==> config.mk <==
export PLATFORM = sky130hd
export DESIGN_NAME = phase_pwm_dimmer
export DESIGN_NICKNAME = d
export VERILOG_FILES = /design/src/rtl/phase_pwm_pkg.sv /design/src/rtl/phase_pwm_ctrl.sv /design/src/rtl/phase_pwm_datapath.sv /design/src/rtl/phase_pwm_dimmer.sv
export SDC_FILE = /design/constraint.sdc
export NUM_CORES = 1
export LEC_CHECK = 0
export BUFFER_PORTS_ARGS = -buffer_cell sky130_fd_sc_hd__buf_2
export CORE_ASPECT_RATIO = 0.7
export CORE_MARGIN = 1
export CORE_UTILIZATION = 50
export DETAILED_ROUTE_END_ITERATION = 16
export GPL_TIMING_DRIVEN = 0
export PLACE_DENSITY = 0.67
export SETUP_SLACK_MARGIN = 0.5
export SKIP_LAST_GASP = 1
export SLEW_MARGIN = 20
export SYNTH_ARGS = -nofsm -noshare
export SYNTH_HDL_FRONTEND = slang
export SYNTH_SLANG_ARGS = --single-unit
==> constraint.sdc <==
create_clock -name clk -period 5.54 [get_ports clk]
set_clock_uncertainty 0.2 [all_clocks]
set_input_delay 0.554 -clock clk [delete_from_list [all_inputs] [get_ports clk]]
set_output_delay 0.554 -clock clk [all_outputs]
set_load 0.01 [all_outputs]
==> src/rtl/phase_pwm_pkg.sv <==
package phase_pwm_pkg;

  typedef enum logic [1:0] {
    PH_ALIGNED = 2'd0,
    PH_EQUAL   = 2'd1,
    PH_STEPPED = 2'd2,
    PH_SPARE   = 2'd3
  } phase_mode_e;

  // Strobes passed from the period control to the datapath
  typedef struct packed {
    logic load;   // counter wraps on this clock: capture settings
  } pwm_strobe_t;

endpackage

==> src/rtl/phase_pwm_ctrl.sv <==
module phase_pwm_ctrl
  import phase_pwm_pkg::*;
#(
  parameter int BRI_W = 8
) (
  input  logic             clk,
  input  logic             rstN,
  input  logic             stepTick,
  output logic [BRI_W-1:0] cnt,
  output pwm_strobe_t      strb,
  output logic             periodStart
);

  localparam int PERIOD = (1 << BRI_W) - 1;
  localparam logic [BRI_W-1:0] LAST = BRI_W'(PERIOD - 1);

  always_comb strb.load = stepTick && (cnt == LAST);

  always_ff @(posedge clk or negedge rstN) begin
    if (!rstN) begin
      cnt         <= LAST;
      periodStart <= 1'b0;
    end else begin
      periodStart <= strb.load;
      if (stepTick) cnt <= strb.load ? '0 : cnt + 1'b1;
    end
  end

  // counter stays inside the period
  a_r1_cnt_range: assert property (@(posedge clk) disable iff (!rstN)
    cnt <= LAST);
  // without a tick the counter holds
  a_r1_hold_no_tick: assert property (@(posedge clk) disable iff (!rstN)
    !stepTick |=> $stable(cnt));
  // strobe only at count zero
  a_r9_strobe_at_zero: assert property (@(posedge clk) disable iff (!rstN)
    periodStart |-> (cnt == '0));

endmodule

==> src/rtl/phase_pwm_datapath.sv <==
module phase_pwm_datapath
  import phase_pwm_pkg::*;
#(
  parameter int NUM_CH  = 6,
  parameter int BRI_W   = 8,
  parameter int SHIFT_W = 7
) (
  input  logic               clk,
  input  logic               rstN,
  input  logic [BRI_W-1:0]   cnt,
  input  pwm_strobe_t        strb,
  input  logic [BRI_W-1:0]   brightness,
  input  logic [1:0]         phaseMode,
  input  logic [SHIFT_W-1:0] phaseStep,
  input  logic [NUM_CH-1:0]  chanEnable,
  output logic [NUM_CH-1:0]  pwmOut
);

  localparam int PERIOD = (1 << BRI_W) - 1;
  localparam logic [BRI_W-1:0] FULL = BRI_W'(PERIOD);

  logic [BRI_W-1:0] shBri;
  phase_mode_e      shMode;
  phase_mode_e      modeIn;
  logic [BRI_W-1:0] startReg  [NUM_CH];
  logic [BRI_W-1:0] startNext [NUM_CH];
  logic [BRI_W-1:0] phase     [NUM_CH];

  always_comb modeIn = phase_mode_e'(phaseMode);

  for (genvar k = 0; k < NUM_CH; k++) begin : g_ch
    localparam int EQ_START = (k * PERIOD) / NUM_CH;

    always_comb begin
      int unsigned prod;
      prod = int'(k) * int'(phaseStep);
      case (modeIn)
        PH_EQUAL:   startNext[k] = BRI_W'(EQ_START);
        PH_STEPPED: startNext[k] = BRI_W'(prod % PERIOD);
        default:    startNext[k] = '0;
      endcase
    end

    // Distance from this channel's start, modulo the period
    always_comb begin
      if (cnt >= startReg[k]) phase[k] = cnt - startReg[k];
      else                    phase[k] = cnt + FULL - startReg[k];
    end

    always_ff @(posedge clk or negedge rstN) begin
      if (!rstN) begin
        startReg[k] <= '0;
        pwmOut[k]   <= 1'b0;
      end else begin
        if (strb.load) startReg[k] <= startNext[k];
        pwmOut[k] <= chanEnable[k] && (phase[k] < shBri);
      end
    end
  end

  always_ff @(posedge clk or negedge rstN) begin
    if (!rstN) begin
      shBri  <= '0;
      shMode <= PH_ALIGNED;
    end else if (strb.load) begin
      shBri  <= brightness;
      shMode <= modeIn;
    end
  end

  // masked channels never drive high
  a_r8_masked_low: assert property (@(posedge clk) disable iff (!rstN)
    1'b1 |=> ((pwmOut & ~$past(chanEnable)) == '0));
  // zero brightness gives dark outputs
  a_r6_zero_dark: assert property (@(posedge clk) disable iff (!rstN)
    (shBri == '0) |=> (pwmOut == '0));
  // full brightness follows the enable mask
  a_r6_full_on: assert property (@(posedge clk) disable iff (!rstN)
    (shBri == FULL) |=> (pwmOut == $past(chanEnable)));
  // aligned mode switches enabled channels together
  a_r2_aligned_together: assert property (@(posedge clk) disable iff (!rstN)
    ((shMode == PH_ALIGNED) || (shMode == PH_SPARE))
      |=> ((pwmOut == '0) || (pwmOut == $past(chanEnable))));

endmodule

==> src/rtl/phase_pwm_dimmer.sv <==
module phase_pwm_dimmer
  import phase_pwm_pkg::*;
#(
  parameter int NUM_CH  = 6,
  parameter int BRI_W   = 8,
  parameter int SHIFT_W = 7
) (
  input  logic               clk,
  input  logic               rstN,
  input  logic               stepTick,
  input  logic [BRI_W-1:0]   brightness,
  input  logic [1:0]         phaseMode,
  input  logic [SHIFT_W-1:0] phaseStep,
  input  logic [NUM_CH-1:0]  chanEnable,
  output logic [NUM_CH-1:0]  pwmOut,
  output logic               periodStart
);

  logic [BRI_W-1:0] cnt;
  pwm_strobe_t      strb;

  phase_pwm_ctrl #(.BRI_W(BRI_W)) i_ctrl (
    .clk         (clk),
    .rstN        (rstN),
    .stepTick    (stepTick),
    .cnt         (cnt),
    .strb        (strb),
    .periodStart (periodStart)
  );

  phase_pwm_datapath #(
    .NUM_CH  (NUM_CH),
    .BRI_W   (BRI_W),
    .SHIFT_W (SHIFT_W)
  ) i_datapath (
    .clk        (clk),
    .rstN       (rstN),
    .cnt        (cnt),
    .strb       (strb),
    .brightness (brightness),
    .phaseMode  (phaseMode),
    .phaseStep  (phaseStep),
    .chanEnable (chanEnable),
    .pwmOut     (pwmOut)
  );

endmodule

* Yosys cells after proc, flatten, opt, wreduce, memory -nomap -nowiden *
Index checks and enable logic that the tools add are counted.

word-level totals
  bits in registers = 63
  input port bits = 26
  output and inout port bits = 7
  word-level logic and storage cells = 67

cells by class
  $add $sub $neg = 12
  $mul = 2
  divide/modulo/power cells = 5
  order comparisons = 12
  equal/unequal tests = 3
  mux-type cells = 12
  reduce and logical (&&, ||, !) cells = 7

operators with widths
  operator                                                            number
  case mux 8 bit (2 select lines)                                     5
  subtractor 8 bit                                                    10
  remainder unit 32 x 8 -> 32 bit (second input constant)             2
  2-to-1 mux 8 bit                                                    7
  less-than comparator 8 bit                                          6
  greater-or-equal comparator 8 bit                                   5
  remainder unit 7 x 8 -> 32 bit (second input constant)              1
  remainder unit 8 x 8 -> 32 bit (second input constant)              1
  remainder unit 9 x 8 -> 32 bit (second input constant)              1
  multiplier 3 x 7 -> 10 bit (first input constant)                   1
  multiplier 2 x 7 -> 9 bit (first input constant)                    1
  adder 8 x 1 -> 8 bit (second input constant)                        1
  adder 8 bit (second input constant)                                 1
  == test 8 bit (second input constant)                               1
  greater-or-equal comparator 8 x 1 -> 1 bit (second input constant)  1
  logical AND 1 bit                                                   7
  == test 2 x 1 -> 1 bit (second input constant)                      1
  == test 2 bit (second input constant)                               1

* Logic depth before layout (Yosys ltp) *
  word-level depth = 5
  mapped depth = 18

* By module *
A second synthesis with hierarchy kept.

second synthesis, totals
  cells, all modules = 944
  area, all modules = 7684.9 um^2

by module, submodules not included
  module              instances  cells an instance  area each (um^2)  sequential area each (um^2)
  phase_pwm_datapath  1          898                7214.4            950.9
  phase_pwm_ctrl      1          46                 470.5             234.0

* Least setup slack after synthesis *
OpenSTA, ideal clock, no wires.

  path kind = in2reg
  from = input phaseStep[1]
  to = register i_datapath.startReg[3] in the netlist's numbering
  library setup time = 122 ps
  arrival = 3836 ps
  path slack = 1382 ps
  stages on the path = 17
  cell sequence = ha_1 -> ha_1 -> inv_1 -> fa_1 -> nand2b_1 -> a21oi_1 -> a21oi_2 -> clkinv_1 -> o211ai_4 -> xnor2_1 -> ha_1 -> nand3_1 -> mux2_4 -> nand3b_4 -> o31ai_2 -> nand3_1 -> a32o_1

on the way
  word-level cells in the longest chain between the ends = 3

ends and longest elaborated chain
  item                             line                      text
  start: declaration               phase_pwm_dimmer.sv:13    input logic [SHIFT_W-1:0] phaseStep,
  multiplier 3 x 7 -> 10 bit       phase_pwm_datapath.sv:36  prod = int'(k) * int'(phaseStep);
  remainder unit 32 x 8 -> 32 bit  phase_pwm_datapath.sv:39  PH_STEPPED: startNext[k] = BRI_W'(prod % PERIOD);
  case mux 8 bit (2 select lines)  phase_pwm_datapath.sv:37  case (modeIn)
  end signal: indexed assignment   phase_pwm_datapath.sv:55  if (strb.load) startReg[k] <= startNext[k];
  end: declaration                 phase_pwm_datapath.sv:25  logic [BRI_W-1:0] startReg [NUM_CH];

No other way between the ends.
A chain may end at the register's enable or synchronous reset.

* Worst setup path after layout *
Ends and elaborated chain as after synthesis.

==> impl_metrics.py <==
metrics = {
    "drt": {
        "drt_iter0_markers": 572,
        "vias_per_cell": 5.870,
        "route.detailed.drc": 0,
        "ant_nets": 0,
        "wl_per_cell_um": 17.73,
        "drt_wl_total_um": 20730,
        "first_pass_iters": 5,
        "dr_total_vias": 6862,
    },
    "worst_setup_path": {
        "crit_buf_inv": 3,
        "crit_chain": "buf_2, ha_1, ha_1, inv_1, fa_1, nand2b_1, a21oi_1, a21oi_2, clkinv_1, o211ai_4, xnor2_1, ha_1, nand3_1, mux2_4, nand3b_4, o31ai_2, nand3_1, a32o_1",
        "crit_fanout": 10,
        "slowest_stage": "o31ai_2",
        "end_kind": "register",
        "slowest_delay_ps": 450,
        "cp.arrival_ps": 4680,
        "start_kind": "input port",
        "crit_top_cell": "ha_1",
        "cp_top_family": "compound AO/OA/AOI/OAI gates",
        "r2r_slack_ps": 860,
        "path_class": "in -> reg",
        "cp.required_ps": 5520,
    },
    "logic_synthesis": {
        "syn-cell-area_um2": 7624,
        "synth.avg_cell_area_um2": 8.154,
        "postSynth.asyncResetShare_pct": 100.0,
        "ys_ff_latch": 47,
        "syn-num-nets": 1120,
        "syn_inst": 935,
        "yosysUniqueCellTypes": 70,
        "yosysWarnings": 0,
        "yosys.area.top_type": "ha_1",
        "synth.top_cell.area_share_pct": 24.13,
        "yosys_most_used_dff": "dfrtp_1",
        "ys_seq_area_share_pct": 15.54,
        "synth_edf_count": 0,
        "synthTopCellsByArea": "ha_1 24%, dfrtp_1 13%, a21oi_1 6.7%",
    },
    "grt": {
        "grt_util_met2_pct": 36.81,
        "grtUsageTotal_pct": 26.98,
        "grt_pass1_wl_um": 33030,
        "grt_max_degree": 48,
        "antenna_found_initial": 0,
        "grt_overflow": 0,
        "gr-usage-met1_pct": 44.07,
        "grt_pass1_vias": 6223,
        "gr-max-usage-layer": "met1",
        "met3_usage_pct": 4.286,
    },
    "pwr": {
        "p_seq_share_pct": 13.4,
        "p_sw_share_pct": 50.86,
        "irDropWorstVdd_mv": 0.2706,
        "powerDensity_nw_per_um2": 490.3,
        "p_sw_w": 0.002039,
        "p_leak_nw": 4.026,
        "p_comb_share_pct": 78.9,
        "clkPwrFrac_pct": 7.6,
        "power.internal_w": 0.001970,
    },
    "sta": {
        "final_max_slew_viol_count": 0,
        "relSlewSlack_pct": 25.93,
        "layout_setup_ws_ps": 846.7,
        "setup_tns_ps": 0,
        "period_share_pct": 84.72,
        "worst_pin_slew_ps": 1107,
        "timing.fmax_mhz": 213.1,
        "period_minus_slack_ps": 4693,
        "rsz0062_at_grt": "false",
        "whs_ps": 82.83,
        "hold_viol": 0,
        "setup_viol": 0,
    },
    "cts": {
        "cts_setup_buffers": 0,
        "clk_path_buf_depth": 2,
        "ctsHoldBuffers": 0,
        "clock_latency_ps": 290,
        "cts_tree": "yes",
        "cts.clk_slew.worst_paths_ps": 70,
        "cts.sink_count": 47,
        "htreeDepth": 2,
        "cts-root-buf": "clkbuf_16",
        "cts_buffers": 5,
    },
    "cells_and_area": {
        "design_area_um2": 8178,
        "ff_latch_area_um2": 1186,
        "layout_commonest_cell": "ha_1",
        "final_cell_mix": "146 x ha_1, 100 x a21oi_1, 84 x inv_1, 78 x o21ai_0, 56 x xnor2_1",
        "finish.net_count": 1158,
        "multi_input_area_um2": 6053,
        "fillers": 1414,
        "final_cells": 1169,
        "drive_gt1_share_pct": 6.571,
        "n_antenna_cell": 0,
        "syn_to_final_growth_pct": 7.271,
    },
    "placed_design": {
        "pre_cts_ws_ps": 633.0,
        "port_buffers": 31,
        "post-dp-hpwl_um": 16360,
        "place_area_um2": 8025,
        "dp.cells": 1161,
        "place_congestion": 0.8841,
    },
    "floorplan": {
        "coreArea_um2": 14810,
        "ios": 33,
        "fp.dieW_um": 149.6,
        "start_util_pct": 51.46,
        "die-area_um2": 15750,
        "fp-row-count": 37,
        "die_height_um": 105.3,
    },
    "flow_run": {
        "maxCapViolCount": 0,
    },
    "status": {
        "status": "completed",
    },
    "min_path": {
        "hp-class": "in -> async",
    },
}
==> repair_timing <==
action | 4_1_cts | 5_1_grt
setup endpoints to repair | 0 | 5
gates resized for setup | 0 | 5
hold endpoints to repair | 0 | 0
==> per-stage QoR <==
stage                     util [%]  power (W)
after floorplan                  -   0.002913
after global placement       54.16   0.003570
after detailed placement     54.17   0.003622
after CTS                    55.10   0.003961
after global routing         55.20   0.004448
final                        55.20   0.004009
==> state kept, by name, summed over array words and instances (netlist names) <==
signal	count
i_ctrl.cnt	8
i_ctrl.periodStart	1
i_datapath.pwmOut	6
i_datapath.shBri	8
i_datapath.startReg	24
==> power groups by stage <==
stage               combinational [W]  clock (W)  sequential (W)
global route                  0.00358   0.000326        0.000545
CTS                           0.00312   0.000310        0.000530
finish                        0.00316   0.000306        0.000538
floorplan                     0.00243          0        0.000487
global placement              0.00304          0        0.000535
detailed placement            0.00309          0        0.000535
==> synth_stat cells, types with 3 or more instances <==
library cell,count
xnor2_1,56
or2_2,3
a21oi_1,102
o21ai_1,4
o31ai_1,6
nor2b_1,15
o21ai_0,78
fa_1,12
o211ai_1,3
a21o_1,44
nand4_1,7
inv_1,85
o21a_1,4
or3_1,4
nor3b_1,4
a21boi_0,3
dfstp_2,7
clkbuf_1,17
o21bai_1,10
nand3b_1,7
o31a_1,5
ha_1,147
mux2i_1,12
a31oi_1,4
nand3_1,36
nand2b_1,26
a211oi_1,6
o2111ai_1,3
nor2_1,48
nor4_1,4
and2_1,4
nand2_1,40
nor3_1,8
xor2_1,32
and3_1,7
dfrtp_1,40
==> layout make-up <==
cell class                 instances  area share (%)
sequential                        47           14.50
timing repair buffer              31           1.928
clock buffer                       7           1.622
tap                              195           2.983
buffer                            19          0.8874
inverter                          86           3.993
multi-input combinational        783           74.02
clock inverter                     1         0.06120
==> cells by family after synthesis <==
kind of cell / Yosys count / share of synthesized area (%)
compound gates: 295 / 23.98
xor+xnor: 88 / 10.11
fa+ha+maj: 159 / 27.28
buf+inv: 105 / 5.186
flops: 47 / 15.54
mux: 14 / 1.920
simple gates: 227 / 15.99
==> worst register-to-register path: stages, from the launching register on <==
cell and delay (ps):
dfstp_2 830, inv_1 130, ha_2 520, inv_1 240, ha_1 330, nor2b_1 130, o21ai_0 210, a21oi_1 120
o21ai_0 180, nand2b_1 120, a21o_1 200, a21oi_1 180, xnor2_1 140, mux2i_1 100, ha_1 190, nand2b_1 140
a21oi_1 150, nand3b_1 100, o21ai_0 350
==> metal layers <==
layer	up-vias	part of all wire [%]
li1	3438	-
met1	3185	53
met2	220	38
met3	19	7.8
met4	0	0.97
met5	-	0
==> path summary, 6_finish.rpt <==
| check | start | endpoint | cells past startpoint |
|---|---|---|---|
| min in group clk | brightness[4] | i_datapath.shBri[4] | 3 |
| max in group asynchronous | rstN | i_ctrl.cnt[0] | 1 |
| hold / removal | rstN | i_datapath.pwmOut[2] | 1 |
| hold reg to reg | i_datapath.startReg[30] | i_datapath.startReg[30] | 2 |
| setup / recovery | phaseStep[1] | i_datapath.startReg[3] | 18 |
| setup reg to reg | i_ctrl.cnt[1] | i_datapath.pwmOut[3] | 18 |
Note: power is estimated with default switching activity, not from simulation.
